File: config.mk
export PLATFORM = sky130hd
export DESIGN_NAME = res_serial_port
export DESIGN_NICKNAME = d
export VERILOG_FILES = /design/src/rtl/rsp_pkg.sv /design/src/rtl/rsp_sync.sv /design/src/rtl/rsp_loader.sv /design/src/rtl/rsp_shifter.sv /design/src/rtl/res_serial_port.sv
export SDC_FILE = /design/constraint.sdc
export NUM_CORES = 1
export LEC_CHECK = 0
export ABC_AREA = 1
export BUFFER_PORTS_ARGS = -buffer_cell sky130_fd_sc_hd__buf_2
export CORE_MARGIN = 4
export CORE_UTILIZATION = 45
export CTS_CLUSTER_DIAMETER = 200
export DETAILED_ROUTE_END_ITERATION = 10
export PLACE_DENSITY_LB_ADDON = 0.1
export SETUP_SLACK_MARGIN = 0.1
export SYNTH_ARGS = -nofsm -noshare
export SYNTH_HDL_FRONTEND = slang
export SYNTH_SLANG_ARGS = --single-unit
File: constraint.sdc
create_clock -name clk -period 1.6 [get_ports clk]
set_input_delay 0.16 -clock clk [delete_from_list [all_inputs] [get_ports clk]]
set_output_delay 0.16 -clock clk [all_outputs]
set_load 0.01 [all_outputs]
File: src/rtl/rsp_pkg.sv
package rsp_pkg;

  typedef enum logic [1:0] {
    SH_IDLE = 2'd0,
    SH_WAIT = 2'd1,
    SH_RUN  = 2'd2,
    SH_STOP = 2'd3
  } sh_state_e;

  // The new word may replace the held one when nothing is held or no read is running.
  function automatic logic may_accept(input logic held, input logic reading);
    return !held || !reading;
  endfunction

  // The shifter counts as armed once a rising serial clock edge has been seen in a session.
  function automatic logic is_armed(input sh_state_e st);
    return (st == SH_RUN) || (st == SH_STOP);
  endfunction

endpackage

File: src/rtl/rsp_sync.sv
module rsp_sync #(
  parameter int   STAGES = 2,
  parameter logic INIT   = 1'b0
) (
  input  logic clk,
  input  logic rst_n,
  input  logic async_in,
  output logic lvl
);
  logic [STAGES-1:0] chain;

  genvar g;
  generate
    for (g = 0; g < STAGES; g++) begin : g_stage
      if (g == 0) begin : g_first
        always_ff @(posedge clk or negedge rst_n)
          if (!rst_n) chain[0] <= INIT;
          else        chain[0] <= async_in;
      end else begin : g_next
        always_ff @(posedge clk or negedge rst_n)
          if (!rst_n) chain[g] <= INIT;
          else        chain[g] <= chain[g-1];
      end
    end
  endgenerate

  assign lvl = chain[STAGES-1];
endmodule

File: src/rtl/rsp_loader.sv
module rsp_loader
  import rsp_pkg::*;
#(
  parameter int W       = 20,
  parameter int WIN_CYC = 2
) (
  input  logic         clk,
  input  logic         rst_n,
  input  logic         upd_req,
  input  logic [W-1:0] upd_word,
  input  logic         reading,
  input  logic         done_evt,
  output logic [W-1:0] word_q,
  output logic         word_full,
  output logic         win_act,
  output logic         load_evt,
  output logic         drop_evt,
  output logic         ovr
);
  localparam int CW = $clog2(WIN_CYC + 1);

  logic [CW-1:0] win_cnt;
  logic [W-1:0]  pend_q;
  logic          decide;

  assign win_act  = (win_cnt != '0);
  assign decide   = (win_cnt == CW'(1));
  assign load_evt = decide && may_accept(word_full, reading);
  assign drop_evt = decide && !may_accept(word_full, reading);

  always_ff @(posedge clk or negedge rst_n) begin
    if (!rst_n) begin
      win_cnt <= '0;
      pend_q  <= '0;
    end else if (!win_act && upd_req) begin
      win_cnt <= CW'(WIN_CYC);
      pend_q  <= upd_word;
    end else if (win_act) begin
      win_cnt <= win_cnt - CW'(1);
    end
  end

  always_ff @(posedge clk or negedge rst_n) begin
    if (!rst_n) begin
      word_q    <= '0;
      word_full <= 1'b0;
    end else if (load_evt) begin
      word_q    <= pend_q;
      word_full <= 1'b1;
    end else if (done_evt) begin
      word_full <= 1'b0;
    end
  end

  always_ff @(posedge clk or negedge rst_n) begin
    if (!rst_n)        ovr <= 1'b0;
    else if (load_evt) ovr <= 1'b0;
    else if (drop_evt) ovr <= 1'b1;
  end
endmodule

File: src/rtl/rsp_shifter.sv
module rsp_shifter
  import rsp_pkg::*;
#(
  parameter int W = 20
) (
  input  logic         clk,
  input  logic         rst_n,
  input  logic [W-1:0] word_q,
  input  logic         word_full,
  input  logic         win_act,
  input  logic         cs_lvl,
  input  logic         sclk_lvl,
  output logic         sel,
  output logic         armed,
  output logic         sclk_fall,
  output logic         done_evt,
  output logic         sdo,
  output logic         sdo_oe
);
  localparam int IW = (W > 1) ? $clog2(W) : 1;
  localparam logic [IW-1:0] TOP_IDX = IW'(W - 1);

  sh_state_e     st;
  logic [IW-1:0] idx;
  logic          sclk_prev;
  logic          sclk_rise;
  logic          start;

  always_ff @(posedge clk or negedge rst_n)
    if (!rst_n) sclk_prev <= 1'b0;
    else        sclk_prev <= sclk_lvl;

  assign sclk_rise = sclk_lvl && !sclk_prev;
  assign sclk_fall = !sclk_lvl && sclk_prev;
  assign start     = (st == SH_IDLE) && word_full && !win_act && !cs_lvl;
  assign done_evt  = (st == SH_RUN) && sclk_fall && !cs_lvl && (idx == '0);

  always_ff @(posedge clk or negedge rst_n) begin
    if (!rst_n) begin
      st  <= SH_IDLE;
      idx <= TOP_IDX;
    end else begin
      unique case (st)
        SH_IDLE: if (start) begin
          st  <= SH_WAIT;
          idx <= TOP_IDX;
        end
        SH_WAIT: begin
          if (cs_lvl)         st <= SH_IDLE;
          else if (sclk_rise) st <= SH_RUN;
        end
        SH_RUN: begin
          if (sclk_fall) begin
            if (cs_lvl || idx == '0) st <= SH_IDLE;
            else                     idx <= idx - IW'(1);
          end else if (cs_lvl) begin
            st <= SH_STOP;
          end
        end
        SH_STOP: if (sclk_fall) st <= SH_IDLE;
        default: st <= SH_IDLE;
      endcase
    end
  end

  assign sel    = (st != SH_IDLE);
  assign armed  = is_armed(st);
  assign sdo_oe = sel;
  assign sdo    = sel ? word_q[idx] : 1'b0;
endmodule

File: src/rtl/res_serial_port.sv
module res_serial_port #(
  parameter int W       = 20,
  parameter int WIN_CYC = 2,
  parameter int SYNC_N  = 2
) (
  input  logic         clk,
  input  logic         rst_n,
  input  logic         upd_req,
  input  logic [W-1:0] upd_word,
  input  logic         sclk_in,
  input  logic         cs_n_in,
  output logic         ready_n,
  output logic         sdo,
  output logic         sdo_oe,
  output logic         ovr
);
  logic         cs_lvl;
  logic         sclk_lvl;
  logic [W-1:0] word_q;
  logic         word_full;
  logic         win_act;
  logic         load_evt;
  logic         drop_evt;
  logic         done_evt;
  logic         sh_sel;
  logic         sh_armed;
  logic         sclk_fall;

  rsp_sync #(.STAGES(SYNC_N), .INIT(1'b1)) u_cs_sync (
    .clk(clk), .rst_n(rst_n), .async_in(cs_n_in), .lvl(cs_lvl)
  );

  rsp_sync #(.STAGES(SYNC_N), .INIT(1'b0)) u_sclk_sync (
    .clk(clk), .rst_n(rst_n), .async_in(sclk_in), .lvl(sclk_lvl)
  );

  rsp_loader #(.W(W), .WIN_CYC(WIN_CYC)) u_loader (
    .clk(clk), .rst_n(rst_n), .upd_req(upd_req), .upd_word(upd_word),
    .reading(sh_sel), .done_evt(done_evt), .word_q(word_q),
    .word_full(word_full), .win_act(win_act), .load_evt(load_evt),
    .drop_evt(drop_evt), .ovr(ovr)
  );

  rsp_shifter #(.W(W)) u_shifter (
    .clk(clk), .rst_n(rst_n), .word_q(word_q), .word_full(word_full),
    .win_act(win_act), .cs_lvl(cs_lvl), .sclk_lvl(sclk_lvl),
    .sel(sh_sel), .armed(sh_armed), .sclk_fall(sclk_fall),
    .done_evt(done_evt), .sdo(sdo), .sdo_oe(sdo_oe)
  );

  assign ready_n = !word_full || win_act;
endmodule

==> out/qor.csv, run 1 <==
metric,value,unit
"CTS clk-pin slew, worst paths",0.09,ns
leak pwr,1.464,nW
Hold WC Path Type,input port to flop,
maxcap violations,0,
RSZ-0062 raised after global routing,yes,
Synth cell types,31,
syn_nets,289,
clk root buf,clkbuf_8,
Required @ worst endpoint,1.82,ns
CP Class,flop to flop,
HPWL Detailed,3153,µm
Final Util,55.21,%
final hold vios,0,
#FFs+latches synth,56,
clk_lat worst skew,0.30,ns
nature of the critical path startpoint,flop,
Final Max Slew Viols,0,
final RePlAce weighted congestion,0.8828,
CTS tree,done,
synthesis-to-layout area growth,19.73,%
H-tree levels,2,
die area,6870,µm²
Setup Total Neg Slack,-2.154,ns
Worst VDD drop,744.8,µV
crit path max fanout,7,
Slew Limit Headroom,60.55,%
FF+latch area,1408,µm²
GR Overflow Total,0,
diodes inserted,0,
DR iter-0 viols,49,
first-pass GRT wire length,7859,µm
post-synthesis sequential area ratio,55.78,%
Compound-Gate Fraction of Synth Area,7.933,%
final antenna-violating net count,0,
Filler Cells Inserted,500,
failing checks,negative setup slack,
vias in the first global route,1753,
via count,1785,
area of the multi-input gates,992.2,µm²
Worst Path Arrival,2.13,ns
worst clock skew,0.006490,ns
placed insts,361,
main combinational cell family by area after synthesis,simple AND/OR/NAND/NOR gates,
minimum clock period,1.906,ns
initial antenna violation count,0,
fmax,0.5247,GHz
Rows,27,
largest net degree at the start of global routing,32,
measured slew at the worst slew-check pin,0.5917,ns
CTS buffer count,5,
share of cells above drive strength 1,32.89,%
Crit. End Element,flop,
routed length per instance,12.11,µm
mux cell area share after synthesis,8.032,%
Longest Clk Path Bufs,2,
Synth Area in XOR/XNOR,0.6941,%
Die H,82.89,µm
CTS sink count,56,
io pins,29,
Post-Syn Area,2524,µm²
Vias per Instance,4.747,
mean post-synth cell area,9.669,µm²
"commonest non-fill, non-tap cell in the layout",nand2_1,
post-synthesis simple-gate area fraction,18.20,%
Core Area,5473,µm²
most frequent cells in the layout,"nand2_1, dfrtp_1, inv_1, buf_2, mux2_2",
Die X,82.89,µm
DP Worst Slack,-0.01741,ns
final worst-path setup slack,-0.3057,ns
Pre-Repair DR Iteration Count,4,
status,"finished, violations left",
port bufs,28,
All-Layer GR Usage,13.74,%
DR DRC count,0,
synth warn,0,
Synth Instances,261,
Pwr Total,5.447,mW
Final setup viols,9,
Final Net Count,331,
pwr dens,1803,nW/µm²
Final Cycle Share,119.1,%
Post-Layout Cell Count,376,
final wirelength,4555,µm
Post-Synth Adder-Cell Area,1.487,%
Initial Util,46.11,%
power breakdown:
part | total [mW] | internal (mW) | switching [mW]
Combinational | 2.31 | 1.07 | 1.24
Clock | 0.772 | 0.354 | 0.418
Sequential | 2.37 | 2.04 | 0.321
critical path, stage by stage, from the launching register on:
cell	delay, ns
dfstp_2	0.58
clkinvlp_4	0.15
buf_6	0.16
buf_4	0.13
buf_4	0.13
ha_4	0.16
nand3_2	0.10
nand2_1	0.07
nand2_2	0.08
nand2_4	0.09
o31ai_2	0.18
through the flow:
| stage | hold WS (ns) | cell area (µm²) |
|---|---|---|
| floorplan | -0.1356 | 2526 |
| global placement | 0.1992 | 2774 |
| detailed placement | 0.1964 | 2774 |
| CTS | 0.07241 | 2987 |
| global route | 0.06670 | 3022 |
| finish | 0.08001 | 3022 |
cells in the mapped netlist:
library cell  number  area, µm²
nand4_2            1      12.51
o21ai_0           10      50.05
o21ai_2            2      17.52
buf_2              3      15.01
a21oi_1            5      25.02
nor3_1             3      15.01
nand2_2            4      25.02
nor2_4             1      11.26
mux2_2            18      202.7
a21oi_4            1      16.27
buf_6              4      45.04
nor2_1            14      52.55
o22ai_1            1      6.260
or2_2              1      6.260
dfstp_2            5      131.4
xnor2_1            1      8.760
xor2_1             1      8.760
o211ai_1           1      7.510
buf_4              2      15.01
inv_1             29      108.9
nand3_1            9      45.04
a22oi_1            1      7.510
nor2_2             1      6.260
nand2_1           69      259.0
o31ai_1            2      15.01
ha_1               3      37.54
o21ai_1           11      55.05
nand3_2            2      20.02
inv_2              4      15.01
nand4_1            1      6.260
dfrtp_1           51       1276
kinds of logic (layout without fill, tap and decap cells):
group                    Yosys count  after routing
AND/OR/NAND/NOR                  106            106
flip-flops                        56             56
buffers and inverters             42             85
AO/OA/AOI/OAI                     34             34
multiplexers                      18             18
adder cells (fa/ha/maj)            3              3
XOR/XNOR                           2              2
routing by layer:
layer	global-route usage, %	wire length (µm)	vias up
met4	4.012	57	0
met5	0	0	-
met3	3.770	150	5
li1	-	-	916
met1	18.97	2233	842
met2	21.21	2113	22
area by class of cell:
cell class / count / area share (%)
timing repair buffer: 44 / 10.39
multi-input combinational: 163 / 32.84
sequential: 56 / 46.58
tap: 72 / 2.981
clock buffer: 8 / 2.981
inverter: 33 / 4.224
repair_timing:
item                                    CTS  global route
endpoints found under the setup margin    8            27
endpoints found under the hold margin    19             0
gates cloned                              0             1
hold buffers                              3             0
setup buffers                             3             0
pin swaps                                 4             2
gates resized for setup                  16             4
registers in the layout (all words and copies together), names as in the netlist:
register             cells
u_shifter.sclk_prev      1
u_shifter.idx            5
u_shifter.st             2
u_sclk_sync.lvl          1
u_sclk_sync.chain        1
u_loader.pend_q         20
u_cs_sync.chain          1
u_cs_sync.lvl            1
u_loader.ovr             1
u_loader.word_full       1
u_loader.win_cnt         2
u_loader.word_q         20
final timing paths:
path	start	end	slack (ns)	cells past startpoint
worst min register to register	u_cs_sync.chain[0]	u_cs_sync.lvl	0.36	0
worst max-delay path	u_shifter.idx[0]	u_shifter.idx[2]	-0.31	10
min in group asynchronous	rst_n	u_shifter.sclk_prev	0.38	2
max in group asynchronous	rst_n	u_loader.pend_q[1]	0.65	3
worst max register to register	u_shifter.idx[0]	u_shifter.idx[2]	-0.31	10
worst min-delay path	upd_word[11]	u_loader.pend_q[11]	0.08	2
Note: power is estimated with default switching activity, not from simulation.
==> inputs of run 2 (changes only) <==
==> constraint.sdc (replaced) <==
create_clock -name clk -period 1.6 [get_ports clk]
set_input_delay 0.08 -clock clk [delete_from_list [all_inputs] [get_ports clk]]
set_output_delay 0.08 -clock clk [all_outputs]
set_load 0.01 [all_outputs]
==> run 2 against run 1 <==
Effect of this change:
- the run still ends with negative setup slack left
- die area did not move
- clock skew increased by 0.0017 ns
- non-clock buffer count is 15 higher
- final area is 5.6% higher
- global-route usage increased by 0.33 points
- clock-buffer cell count down 3
- core utilization increased by 3.1 points
- fmax is 1.4% lower
- total power up 3.4%
- clock power increased by 18%
- combinational power rose by 3%
- critical path type is now flop to output pin
- largest cell class unchanged
- largest power group is now combinational logic
==> out/qor.csv, run 2 (synthesis gave the netlist of run 1 again) <==
metric,value,unit,change
status,"finished, violations left",,
failing checks,negative setup slack,,
area of the multi-input gates,977.2,µm²,-1.5%
io pins,29,,unchanged
final antenna-violating net count,0,,unchanged
CTS tree,done,,
final wirelength,4721,µm,+3.6%
fmax,0.5174,GHz,-1.4%
pwr dens,1766,nW/µm²,-2.0%
die area,6870,µm²,unchanged
Final Util,58.30,%,+3.1 points
All-Layer GR Usage,14.07,%,+0.33 points
Buf/Inv on CP,3,,-1
Initial Util,46.11,%,unchanged
Final Max Slew Viols,0,,unchanged
H-tree levels,2,,unchanged
Longest Clk Path Bufs,2,,unchanged
measured slew at the worst slew-check pin,0.2955,ns,-0.2963 ns
Worst VDD drop,764.9,µV,+2.7%
CP max stage cell,dfstp_2,,
CP peak stage delay,0.58,ns,about the same
diodes inserted,0,,unchanged
Final setup viols,8,,-1
Core Area,5473,µm²,unchanged
routed length per instance,12.07,µm,-0.33%
most frequent cells in the layout,"nand2_1, dfrtp_1, inv_1, buf_2",,
leak pwr,1.542,nW,+5.3%
first-pass GRT wire length,7914,µm,+0.70%
Die X,82.89,µm,unchanged
Hold WC Path Type,input port to flop,,
Final Net Count,346,,+4.5%
nature of the critical path startpoint,flop,,
Filler Cells Inserted,532,,+6.4%
Crit. End Element,output pin,,
Final Cycle Share,120.8,%,+1.7 points
minimum clock period,1.933,ns,+0.02694 ns
share of cells above drive strength 1,31.03,%,-1.9 points
synthesis-to-layout area growth,26.43,%,
Post-Layout Cell Count,391,,+4.0%
CP Class,flop to output pin,,
clk root buf,clkbuf_8,,
Rows,27,,unchanged
Pwr Total,5.634,mW,+3.4%
"CP delay by family, top",flip-flops,,
DR DRC count,0,,unchanged
Worst Path Arrival,1.85,ns,-0.28 ns
initial antenna violation count,0,,unchanged
Largest regs,"u_loader.pend_q x20, u_loader.word_q x20, u_shifter.idx x5",,
"CTS clk-pin slew, worst paths",0.10,ns,about the same
port bufs,28,,unchanged
GR Overflow Total,0,,unchanged
worst clock skew,0.008150,ns,+0.001660 ns
FF+latch area,1408,µm²,unchanged
final hold vios,0,,unchanged
clk_lat worst skew,0.31,ns,about the same
Vias per Instance,4.652,,-2.0%
DP Worst Slack,0.02711,ns,+0.04452 ns
final worst-path setup slack,-0.3326,ns,-0.02694 ns
largest net degree at the start of global routing,57,,+78%
final RePlAce weighted congestion,0.8335,,-5.6%
"commonest non-fill, non-tap cell in the layout",nand2_1,,
DR iter-0 viols,122,,+150%
RSZ-0062 raised after global routing,yes,,
CTS sink count,56,,unchanged
HPWL Detailed,3001,µm,-4.8%
Die H,82.89,µm,unchanged
placed insts,358,,-0.83%
vias in the first global route,1774,,+1.2%
Required @ worst endpoint,1.52,ns,-0.30 ns
via count,1819,,+1.9%
Slew Limit Headroom,80.30,%,+20 points
maxcap violations,0,,unchanged
crit path max fanout,6,,-1
Pre-Repair DR Iteration Count,4,,unchanged
CTS buffer count,5,,unchanged
worst hold margin,0.007444,ns,-0.07257 ns
"Top cell by count, worst path",nand2_1,,
CP cell instances,clkinvlp_4 > buf_4 > nand2_1 > nand3_1 > nand2_1 > nand2_1 > nand2_1 > nand3_2 > a21oi_2 > buf_2,,
[run 2: worst paths after layout]
| kind | start | slack (ns) | endpoint | cells after the start |
|---|---|---|---|---|
| max | u_shifter.idx[0] | -0.33 | sdo | 10 |
| min | upd_word[3] | 0.007 | u_loader.pend_q[3] | 2 |
| max reg2reg | u_shifter.idx[0] | -0.21 | u_shifter.idx[3] | 9 |
| min reg2reg | u_sclk_sync.chain[0] | 0.36 | u_sclk_sync.lvl | 0 |
| max in group asynchronous | rst_n | 1.01 | u_shifter.idx[0] | 3 |
| min in group asynchronous | rst_n | 0.30 | u_loader.word_q[9] | 3 |
[run 2: what timing repair did]
item / 4_1_cts / 5_1_grt
pin swaps: 0 / 4
buffers inserted: 0 / 6
gates cloned: 0 / 1
gates resized for setup: 0 / 17
setup endpoints to repair: 5 / 27
hold buffers: 18 / 0
hold endpoints to repair: 68 / 0
[run 2: layer usage]
layer | track usage (%) | vias up | wire length (µm)
li1 | - | 942 | -
met1 | 18.53 | 843 | 2270
met2 | 22.67 | 26 | 2205
met3 | 3.472 | 8 | 151
met4 | 4.903 | 0 | 93
met5 | 0 | - | 0
[run 2: power breakdown]
group	internal, mW	switching, mW
logic	1.13	1.24
clock network	0.463	0.446
registers	2.04	0.311
[run 2: final cells by class]
class | instances | share of cell area [%]
Clock inverter | 3 | 1.333
Sequential cell | 56 | 44.12
Tap cell | 72 | 2.824
Clock buffer | 5 | 2.157
Timing Repair Buffer | 59 | 14.94
Inverter | 33 | 4.000
Multi-Input combinational cell | 163 | 30.63
[run 2: metrics by stage]
step,TNS [ns],area [µm²]
after floorplan,0,2526
after global placement,0,2764
after detailed placement,0,2764
after CTS,-0.2547,3055
after global routing,-2.359,3191
final,-1.450,3191
